`config.mk`:
```
export PLATFORM = sky130hd
export DESIGN_NAME = led_ovr_top
export DESIGN_NICKNAME = d
export VERILOG_FILES = /design/src/rtl/led_ovr_pkg.sv /design/src/rtl/led_ovr_timebase.sv /design/src/rtl/led_ovr_pinsel.sv /design/src/rtl/led_ovr_level.sv /design/src/rtl/led_ovr_top.sv
export SDC_FILE = /design/constraint.sdc
export NUM_CORES = 1
export LEC_CHECK = 0
export ABC_AREA = 1
export ABC_CLOCK_PERIOD_IN_PS = 3000
export BUFFER_PORTS_ARGS = -buffer_cell sky130_fd_sc_hd__buf_4
export CORE_ASPECT_RATIO = 1.4
export CORE_MARGIN = 10
export CORE_UTILIZATION = 60
export DETAILED_ROUTE_END_ITERATION = 16
export PLACE_DENSITY = 0.83
export SYNTH_ARGS = -nofsm -noshare
export SYNTH_HDL_FRONTEND = slang
export SYNTH_HIERARCHICAL = 1
export SYNTH_SLANG_ARGS = --single-unit
```
`constraint.sdc`:
```
create_clock -name clk -period 3 [get_ports clk]
set_input_delay 0.6 -clock clk [delete_from_list [all_inputs] [get_ports clk]]
set_output_delay 0.6 -clock clk [all_outputs]
set_load 0.01 [all_outputs]
```
`src/rtl/led_ovr_pkg.sv`:
```
// Shared types and code values for the LED override block.
// Assumes the configuration byte layout: [7] enable, [6:4] code,
// [3] port, [2:0] pin index.
package led_ovr_pkg;

    typedef struct packed {
        logic       en;
        logic [2:0] code;
        logic       port;
        logic [2:0] pin;
    } led_cfg_t;

    localparam logic [2:0] CODE_RELEASE = 3'b111;
    localparam logic [2:0] CODE_BLINK_1 = 3'b110;
    localparam logic [2:0] CODE_BLINK_2 = 3'b101;
    localparam logic [2:0] CODE_BLINK_4 = 3'b100;

    localparam int PHASE_W = 3;

endpackage

```
`src/rtl/led_ovr_timebase.sv`:
```
// Blink timebase: a prescaler emits a tick every HALF clock cycles
// (half a second), and a phase counter counts those ticks. Phase bit n
// is a square wave with period 2^(n+1) half-seconds.
// Assumes CLK_HZ >= 2. A restart pulse clears both counters.
module led_ovr_timebase #(
    parameter int CLK_HZ = 33_000_000
) (
    input  logic                            clk,
    input  logic                            rst_n,
    input  logic                            restart,
    output logic [led_ovr_pkg::PHASE_W-1:0] phase
);
    localparam int HALF  = (CLK_HZ / 2 > 0) ? CLK_HZ / 2 : 1;
    localparam int CNT_W = (HALF > 1) ? $clog2(HALF) : 1;
    localparam logic [CNT_W-1:0] CNT_LAST = CNT_W'(HALF - 1);

    logic [CNT_W-1:0] cnt;

    // Prescaler and phase counter, cleared by reset or a config write.
    always_ff @(posedge clk) begin
        if (!rst_n || restart) begin
            cnt   <= '0;
            phase <= '0;
        end else if (cnt == CNT_LAST) begin
            cnt   <= '0;
            phase <= phase + 1'b1;
        end else begin
            cnt   <= cnt + 1'b1;
        end
    end

endmodule

```
`src/rtl/led_ovr_pinsel.sv`:
```
// Pin decoder: turns port bit and pin index into a one-hot mask across
// both ports. Indexes outside a port's legal range give an empty mask.
// Also reports whether the chosen pin is open-drain.
module led_ovr_pinsel #(
    parameter int                 P1_W     = 8,
    parameter int                 P2_W     = 7,
    parameter int                 P1_MAX   = 6,
    parameter int                 P2_MIN   = 3,
    parameter int                 P2_MAX   = 5,
    parameter logic [P1_W+P2_W-1:0] OD_MASK = '1
) (
    input  logic                 port,
    input  logic [2:0]           pin,
    output logic [P1_W+P2_W-1:0] mask,
    output logic                 is_od
);
    // Port 1 bits: legal only up to P1_MAX.
    for (genvar i = 0; i < P1_W; i++) begin : g_p1
        if (i <= P1_MAX && i < 8) begin : g_legal
            assign mask[i] = !port && (pin == 3'(i));
        end else begin : g_off
            assign mask[i] = 1'b0;
        end
    end

    // Port 2 bits: legal only in P2_MIN..P2_MAX.
    for (genvar j = 0; j < P2_W; j++) begin : g_p2
        if (j >= P2_MIN && j <= P2_MAX && j < 8) begin : g_legal
            assign mask[P1_W+j] = port && (pin == 3'(j));
        end else begin : g_off
            assign mask[P1_W+j] = 1'b0;
        end
    end

    // Open-drain flag of whichever pin is selected.
    assign is_od = |(mask & OD_MASK);

endmodule

```
`src/rtl/led_ovr_level.sv`:
```
// Level generator: maps the three-bit code and timebase phase to the
// pin level and output-enable. Unnamed codes drive low.
module led_ovr_level (
    input  logic [2:0]                      code,
    input  logic [led_ovr_pkg::PHASE_W-1:0] phase,
    input  logic                            is_od,
    output logic                            val,
    output logic                            oe
);
    import led_ovr_pkg::*;

    // Code decode; release depends on pad type.
    always_comb begin
        oe  = 1'b1;
        val = 1'b0;
        case (code)
            CODE_RELEASE: begin
                val = 1'b1;
                oe  = !is_od;
            end
            CODE_BLINK_1: val = phase[0];
            CODE_BLINK_2: val = phase[1];
            CODE_BLINK_4: val = phase[2];
            default:      val = 1'b0;
        endcase
    end

endmodule

```
`src/rtl/led_ovr_top.sv`:
```
// LED override top: holds the configuration byte and gates the decoded
// pin mask and level with the enable bit. Outputs are combinational from
// registers, valid the cycle after a write. Synchronous active-low reset.
module led_ovr_top #(
    parameter int                   CLK_HZ  = 33_000_000,
    parameter int                   P1_W    = 8,
    parameter int                   P2_W    = 7,
    parameter int                   P1_MAX  = 6,
    parameter int                   P2_MIN  = 3,
    parameter int                   P2_MAX  = 5,
    parameter logic [P1_W+P2_W-1:0] OD_MASK = '1
) (
    input  logic                 clk,
    input  logic                 rst_n,
    input  logic                 cfg_wr,
    input  logic [7:0]           cfg_wdata,
    output logic [P1_W+P2_W-1:0] ovr_mask,
    output logic                 ovr_val,
    output logic                 ovr_oe
);
    import led_ovr_pkg::*;

    localparam int MASK_W = P1_W + P2_W;

    led_cfg_t               cfg;
    logic [PHASE_W-1:0]     phase;
    logic [MASK_W-1:0]      pin_mask;
    logic                   pin_od;
    logic                   lvl_val;
    logic                   lvl_oe;
    logic                   active;

    // Configuration register, cleared by reset.
    always_ff @(posedge clk) begin
        if (!rst_n)      cfg <= '0;
        else if (cfg_wr) cfg <= led_cfg_t'(cfg_wdata);
    end

    led_ovr_timebase #(.CLK_HZ(CLK_HZ)) i_timebase (
        .clk     (clk),
        .rst_n   (rst_n),
        .restart (cfg_wr),
        .phase   (phase)
    );

    led_ovr_pinsel #(
        .P1_W(P1_W), .P2_W(P2_W), .P1_MAX(P1_MAX),
        .P2_MIN(P2_MIN), .P2_MAX(P2_MAX), .OD_MASK(OD_MASK)
    ) i_pinsel (
        .port  (cfg.port),
        .pin   (cfg.pin),
        .mask  (pin_mask),
        .is_od (pin_od)
    );

    led_ovr_level i_level (
        .code  (cfg.code),
        .phase (phase),
        .is_od (pin_od),
        .val   (lvl_val),
        .oe    (lvl_oe)
    );

    // Gate everything with enable and a legal pin.
    assign active   = cfg.en && (|pin_mask);
    assign ovr_mask = active ? pin_mask : '0;
    assign ovr_val  = active && lvl_val;
    assign ovr_oe   = active && lvl_oe;

endmodule

```
# After elaboration in Yosys (flattened, before gate mapping)
# Index checks and enable logic that the tools add are counted.
# W data, S select, Z words.
classes:
  add_sub_neg: 2
  n_eq_ne: 11
  n_mux: 3
  n_reduce_logical: 20
op_table:
  columns: ["cell", "n"]
  rows:
  - ["$add A24 B1 Y24 const B", 1]
  - ["$eq A24 B24 Y1 const B", 1]
  - ["$eq A3 B3 Y1 const B", 7]
  - ["$mux W14", 1]
  - ["$logic_and A1 B1 Y1", 13]
  - ["$reduce_or A10 Y1", 1]
  - ["$eq A3 B2 Y1 const B", 2]
  - ["$pmux W1 S4", 1]
  - ["$add A3 B1 Y3 const B", 1]
  - ["$eq A3 B1 Y1 const B", 1]
  - ["$logic_not A1 Y1", 3]
  - ["$logic_not A3 Y1", 1]
  - ["$reduce_or A2 Y1", 1]
  - ["$logic_or A1 B1 Y1", 1]
  - ["$mux W1", 1]
word_totals:
  register_bits: 35
  in_bits: 11
  out_inout_bits: 17
  elab_cells: 42

# Depth between registers and ports, before layout
depth:
  depth_word: 6
  depth_mapped: 10
  depth_no_buf: 9

# By module
# The synthesis kept the hierarchy.
modules_own_cells:
  columns: ["mod", "instances", "cells_per_inst", "area_per_inst_um2"]
  rows:
  - ["led_ovr_timebase", 1, 214, 1411.4]
  - ["led_ovr_top", 1, 84, 467.9]
  - ["led_ovr_pinsel", 1, 31, 138.9]
  - ["led_ovr_level", 1, 9, 43.8]

# Worst setup path before layout
# OpenSTA, ideal clock, no wires.
synth_path:
  path_kind: "reg-to-output"
  startpoint: "register cfg[3] (netlist bit)"
  endpoint: "output ovr_mask[11]"
  arrival_time_ns: 1.153
  required_ns: 2.400
  path_slack_ns: 1.247
  path_stages_with_launch: 11
  n_path_buf: 1
  path_cell_list: "dfxtp_1 inv_2 nand2_1 nor2_1 nor2_1 nand2_1 nor2_1 nand2_1 nand2_2 buf_6 nor2_1"
synth_via:
  elab_chain_cells: 5
  elab_cells_between_ends: 14
synth_rtl:
  columns: ["element", "line", "text"]
  rows:
  - ["from (decl)", "led_ovr_top.sv:25", "led_cfg_t cfg;"]
  - ["from (signal assigned)", "led_ovr_top.sv:36", "else if (cfg_wr) cfg <= led_cfg_t'(cfg_wdata);"]
  - ["$logic_not A1 Y1", "led_ovr_pinsel.sv:20", "assign mask[i] = !port && (pin == 3'(i));"]
  - ["$logic_and A1 B1 Y1", "led_ovr_pinsel.sv:20", null]
  - ["named net pin_mask[4]", "led_ovr_top.sv:27", "logic [MASK_W-1:0] pin_mask;"]
  - ["$reduce_or A10 Y1", "led_ovr_top.sv:65", "assign active = cfg.en && (|pin_mask);"]
  - ["$logic_and A1 B1 Y1", "led_ovr_top.sv:65", null]
  - ["$mux W14", "led_ovr_top.sv:66", "assign ovr_mask = active ? pin_mask : '0;"]
  - ["to (decl)", "led_ovr_top.sv:17", "output logic [P1_W+P2_W-1:0] ovr_mask,"]
# The timed path passes the listed nets, and every way through them passes these cells.

# Worst setup path after layout
layout_path:
  startpoint: "register cfg[2] (netlist bit)"
  endpoint: "output ovr_mask[0]"
layout_via:
  elab_chain_cells: 5
  elab_cells_between_ends: 20
layout_rtl:
  columns: ["element", "line"]
  rows:
  - ["$eq A3 B2 Y1", "led_ovr_pinsel.sv:20"]
  - ["$logic_and A1 B1 Y1", "led_ovr_pinsel.sv:20"]
  - ["named net pin_mask[3]", "led_ovr_top.sv:27"]
  - ["$reduce_or A10 Y1", "led_ovr_top.sv:65"]
  - ["$logic_and A1 B1 Y1", "led_ovr_top.sv:65"]
  - ["$mux W14", "led_ovr_top.sv:66"]
# The timed path passes the listed nets, and every way through them passes these cells.

==> results <==
- The number of buffers inserted to repair setup after CTS is 0.
- The count of placed standard cells in the final layout, fillers left out is 404.
- The count of cells along the worst register-to-register path is 8.
- After synthesis, the cell types taking the most area are sky130_fd_sc_hd__dfxtp_1, sky130_fd_sc_hd__nor2_1, sky130_fd_sc_hd__nand2_1.
- The hold violation count in the final report came to 0.
- Global routing consumed, on the met3 layer, 5.00% of the routing resources.
- Sequential elements use 34.0% of the synthesized area.
- The fraction of power consumed by combinational cells is 8.1%.
- The post-cts gate resize count is 0.
- Data on the critical path arrives at its endpoint at 1.69 ns.
- The final critical path takes up 76.3% of the cycle.
- Of the post-synthesis cell area, the dominant cell type holds between 30% and 40%.
- Clock tree synthesis selected as its root buffer the cell sky130_fd_sc_hd__clkbuf_8.
- The setup path with the least slack is of type reg -> out.
- The minimum period implied by the final worst setup slack is 2.29 ns.
- The floorplan has 25 rows.
- The flop and latch count out of synthesis is 35.
- The first-pass iteration count of the detailed router is 4.
- For the worst-skew pair, the clock arrives at the later sink with an insertion delay of ~0.29 ns.
- The residual DRC count is 0.
- The count of port buffers added during placement is 22.
- The initial utilization of the core area, before any placement, comes to slightly above 60%.
- The analysis attributes to cell leakage a power of ~0.94 nW.
- The sort of element at the start of the critical path is a flop.
- The die is approximately 70 um wide.
- The count of max-cap constraint violations is 0.
- In this run the deepest clock path goes through 2 buffers.
- The placed cell count is 396.
- The max-slew violation total from the final report is 0.
- The aggregate routed wire length is 4340 um.
- Along the worst path, the maximum fanout reaches 14.
- The final HPWL from detailed placement is 3420 um.
- The via count of the routed design is 1993.
- Counting stages on the worst path, the most repeated cell is sky130_fd_sc_hd__nor2_1.
- The area of the core is 0.00335 mm^2.
- The floorplan step set the die height to 89.4 um.
- The count of distinct cell types in the synthesized netlist is 25.
- The antenna diode instance count is 0.
- The area after detailed placement is 0.00222 mm^2.
- The first global-routing pass estimated 8000 um of wire.
- Across every metal layer, demand over resource in global routing totals 15.5%.
- The worst endpoint required time is roughly 2.4 ns.
- In this run the critical register-to-register path is launched from i_timebase/cnt[0].
- The flow ran to the end, and the final reports show no timing, DRC or antenna violations.
- For this run, the number of Yosys warnings is 6.
- The critical path's slowest cell is sky130_fd_sc_hd__dfxtp_1.
- The number of enable flip-flop cells after synthesis is 0.
- The initial antenna violation count came to 0.
- The number of H-tree branching levels is 2.
- The met2 capacity usage during global routing is 29.5%.
- The endpoint kind of the worst setup timing path is an output port.
- The clock network fraction of design power is 39.7%.
- The congestion estimate from routability-driven global placement came to around 0.90.
- The tree built by TritonCTS fans out to 35 sinks.
- Cells with a size suffix above 1 make up a little over an eighth of the layout.
- The gate count after technology mapping is 338.
- The final core utilization is 69.3%.
- The worst hold path begins at i_timebase/cnt[0].
- The power density normalized to cell area is approximately 400 mW/mm^2.
- The analysis attributes to net switching a power of 215 uW.
- met2 is the most crowded layer.
- The overflow left after global routing is 0.
- The total die area is 0.00621 mm^2.
- The endpoint identified for the worst register-to-register timing path is i_timebase/cnt[11].
- In the final routed layout, each cell accounts on average for between 10 and 15 um.
- The count of cells along the worst hold path is 1.
- Sequential cells burn 52.1% of the power.
- The number of top-level pins is 28.
- The largest net degree at the start of global routing is 24.
- The via-per-instance ratio is 4.93.
- The detail route stage leaves a number of antenna-violating nets equal to 0.
- The setup check on the worst reg-to-reg path leaves a slack of roughly 1.4 ns.
- The internal power consumption is 712 uW.
- sky130_fd_sc_hd__dfxtp_1 takes more of the synthesized area than any other cell.
- Of the total power, the share spent switching nets is 23.2%.
- The met1 usage in global routing is 14.4%.
- In this design, the stage delay of the slowest critical-path cell is 0.39 ns.
- The critical path goes through inv_1, nand2_1, nor2_1, nor2_1, nand2_1, nor2_1, nand2_1, nand2_2, nor2_1, buf_4.
- The hold buffer count at cts is 0.
- The setup TNS after final layout is 0 ns.
- The clock transition at the register clock pins on the worst setup and hold paths after CTS is 0.07 ns.
- The path with the worst hold slack has its endpoint at i_timebase/cnt[0].
- The worst setup skew after layout is 0.00379 ns.
- TritonCTS built the clock tree.
- Hold timing on the final database bottoms out at a slack of roughly 0.45 ns.
- The average footprint of a synthesized cell is 6.10 um^2.
- The number of global-route vias before repair is 1953.
- Setup repair after global routing left no endpoint under its margin.
- Among all flip-flop cells after synthesis, the most frequent one is sky130_fd_sc_hd__dfxtp_1.
- Setup violations remaining at the end of the flow were counted as 0.
- The tightest min-delay check is of the reg -> reg type.
- The achievable clock frequency is 0.437 GHz.
- The synthesized cell area is 0.00206 mm^2.
- The post-layout instance area is 0.00232 mm^2.
- The TritonCTS buffer count is 5.
- In the synthesized netlist the async set-or-reset flop fraction comes to 0%.
- The area growth from synthesis to layout is 12.6%.
- IR analysis of the VDD net gives a maximum drop of 0.420 mV.
- The final layout contains 376 nets.
- After the first detailed-routing iteration, the DRC count stood at slightly above 80.
## stage by stage
step	setup slack, ns	power, mW
floorplan	1.25	0.550
global placement	1.03	0.567
detailed placement	1.01	0.568
CTS	0.684	0.939
global route	0.461	0.966
finish	0.710	0.927
## registers in the layout, indices dropped and copies added (netlist names)
signal            count
cfg                   8
i_timebase/cnt       24
i_timebase/phase      3
## logic make-up (layout without fill, tap and decap cells)
| kind of cell | Yosys count | after routing | synth area share, % |
|---|---|---|---|
| adder cells (fa/ha/maj) | 2 | 2 | 1.21 |
| buffers and inverters | 58 | 80 | 12.6 |
| other | 1 | 5 | 0.182 |
| AO/OA/AOI/OAI | 24 | 24 | 6.19 |
| AND/OR/NAND/NOR | 212 | 212 | 43.3 |
| XOR/XNOR | 6 | 6 | 2.55 |
| flip-flops | 35 | 35 | 34.0 |
## per-layer routing
layer | routed length (um) | part of all wire [%]
met2 | 2160 | 50
met5 | 0 | 0
met3 | 273 | 6.3
met4 | 105 | 2.4
met1 | 1790 | 41
## worst max path at each step
stage	start	to	slack, ns	cells after the start
3_3_place_gp	cfg[2]	ovr_mask[13]	1.03	10
6_report	cfg[2]	ovr_mask[0]	0.71	10
3_5_place_dp	cfg[2]	ovr_mask[0]	1.01	10
2_1_floorplan	cfg[3]	ovr_mask[11]	1.25	10
4_1_cts	cfg[2]	ovr_mask[0]	0.68	10
5_1_grt	cfg[2]	ovr_mask[0]	0.46	10
## cell usage in the layout, fill, tap and decap left out, types with 7 or more instances in the layout
cell,netlist,routed
sky130_fd_sc_hd__o21ai_0,11,11
sky130_fd_sc_hd__nor2_1,95,95
sky130_fd_sc_hd__dfxtp_1,35,35
sky130_fd_sc_hd__inv_1,43,43
sky130_fd_sc_hd__nand3_1,16,16
sky130_fd_sc_hd__a21oi_1,10,10
sky130_fd_sc_hd__clkbuf_8,0,7
sky130_fd_sc_hd__inv_2,7,7
sky130_fd_sc_hd__buf_4,5,22
sky130_fd_sc_hd__nand2_1,77,77
## synthesized netlist by cell type (2+ instances only)
cell	count
sky130_fd_sc_hd__nand2_1	77
sky130_fd_sc_hd__nor2_2	3
sky130_fd_sc_hd__nor2_1	95
sky130_fd_sc_hd__o21bai_1	2
sky130_fd_sc_hd__ha_1	2
sky130_fd_sc_hd__nand3_1	16
sky130_fd_sc_hd__nor3_1	2
sky130_fd_sc_hd__o21ai_0	11
sky130_fd_sc_hd__nor2_4	2
sky130_fd_sc_hd__buf_6	3
sky130_fd_sc_hd__dfxtp_1	35
sky130_fd_sc_hd__a21oi_1	10
sky130_fd_sc_hd__buf_4	5
sky130_fd_sc_hd__inv_1	43
sky130_fd_sc_hd__xnor2_1	3
sky130_fd_sc_hd__inv_2	7
sky130_fd_sc_hd__nand4_1	5
sky130_fd_sc_hd__nand3b_1	4
sky130_fd_sc_hd__nand2_2	5
sky130_fd_sc_hd__xor2_1	3
## critical path: cells and delay by family (launching register included)
family	cells	cell delay [ns]
flops	1	0.39
buf+inv	2	0.22
simple gates	8	0.79
## power by group through the flow
stage	sequential (mW)	clock [mW]	combinational (mW)
floorplan	0.491	0	0.0587
global placement	0.493	0	0.0739
detailed placement	0.494	0	0.0747
CTS	0.483	0.381	0.0749
global route	0.484	0.393	0.0886
finish	0.483	0.368	0.0754
## final cells by class
type                       instances  area [um^2]
multi-input combinational        249         1120
fill                             324         1030
sequential                        35          701
inverter                          50          188
timing repair buffer              22          165
clock buffer                       8          100
tap                               40         50.0
Power figures use the tool's default switching activity.
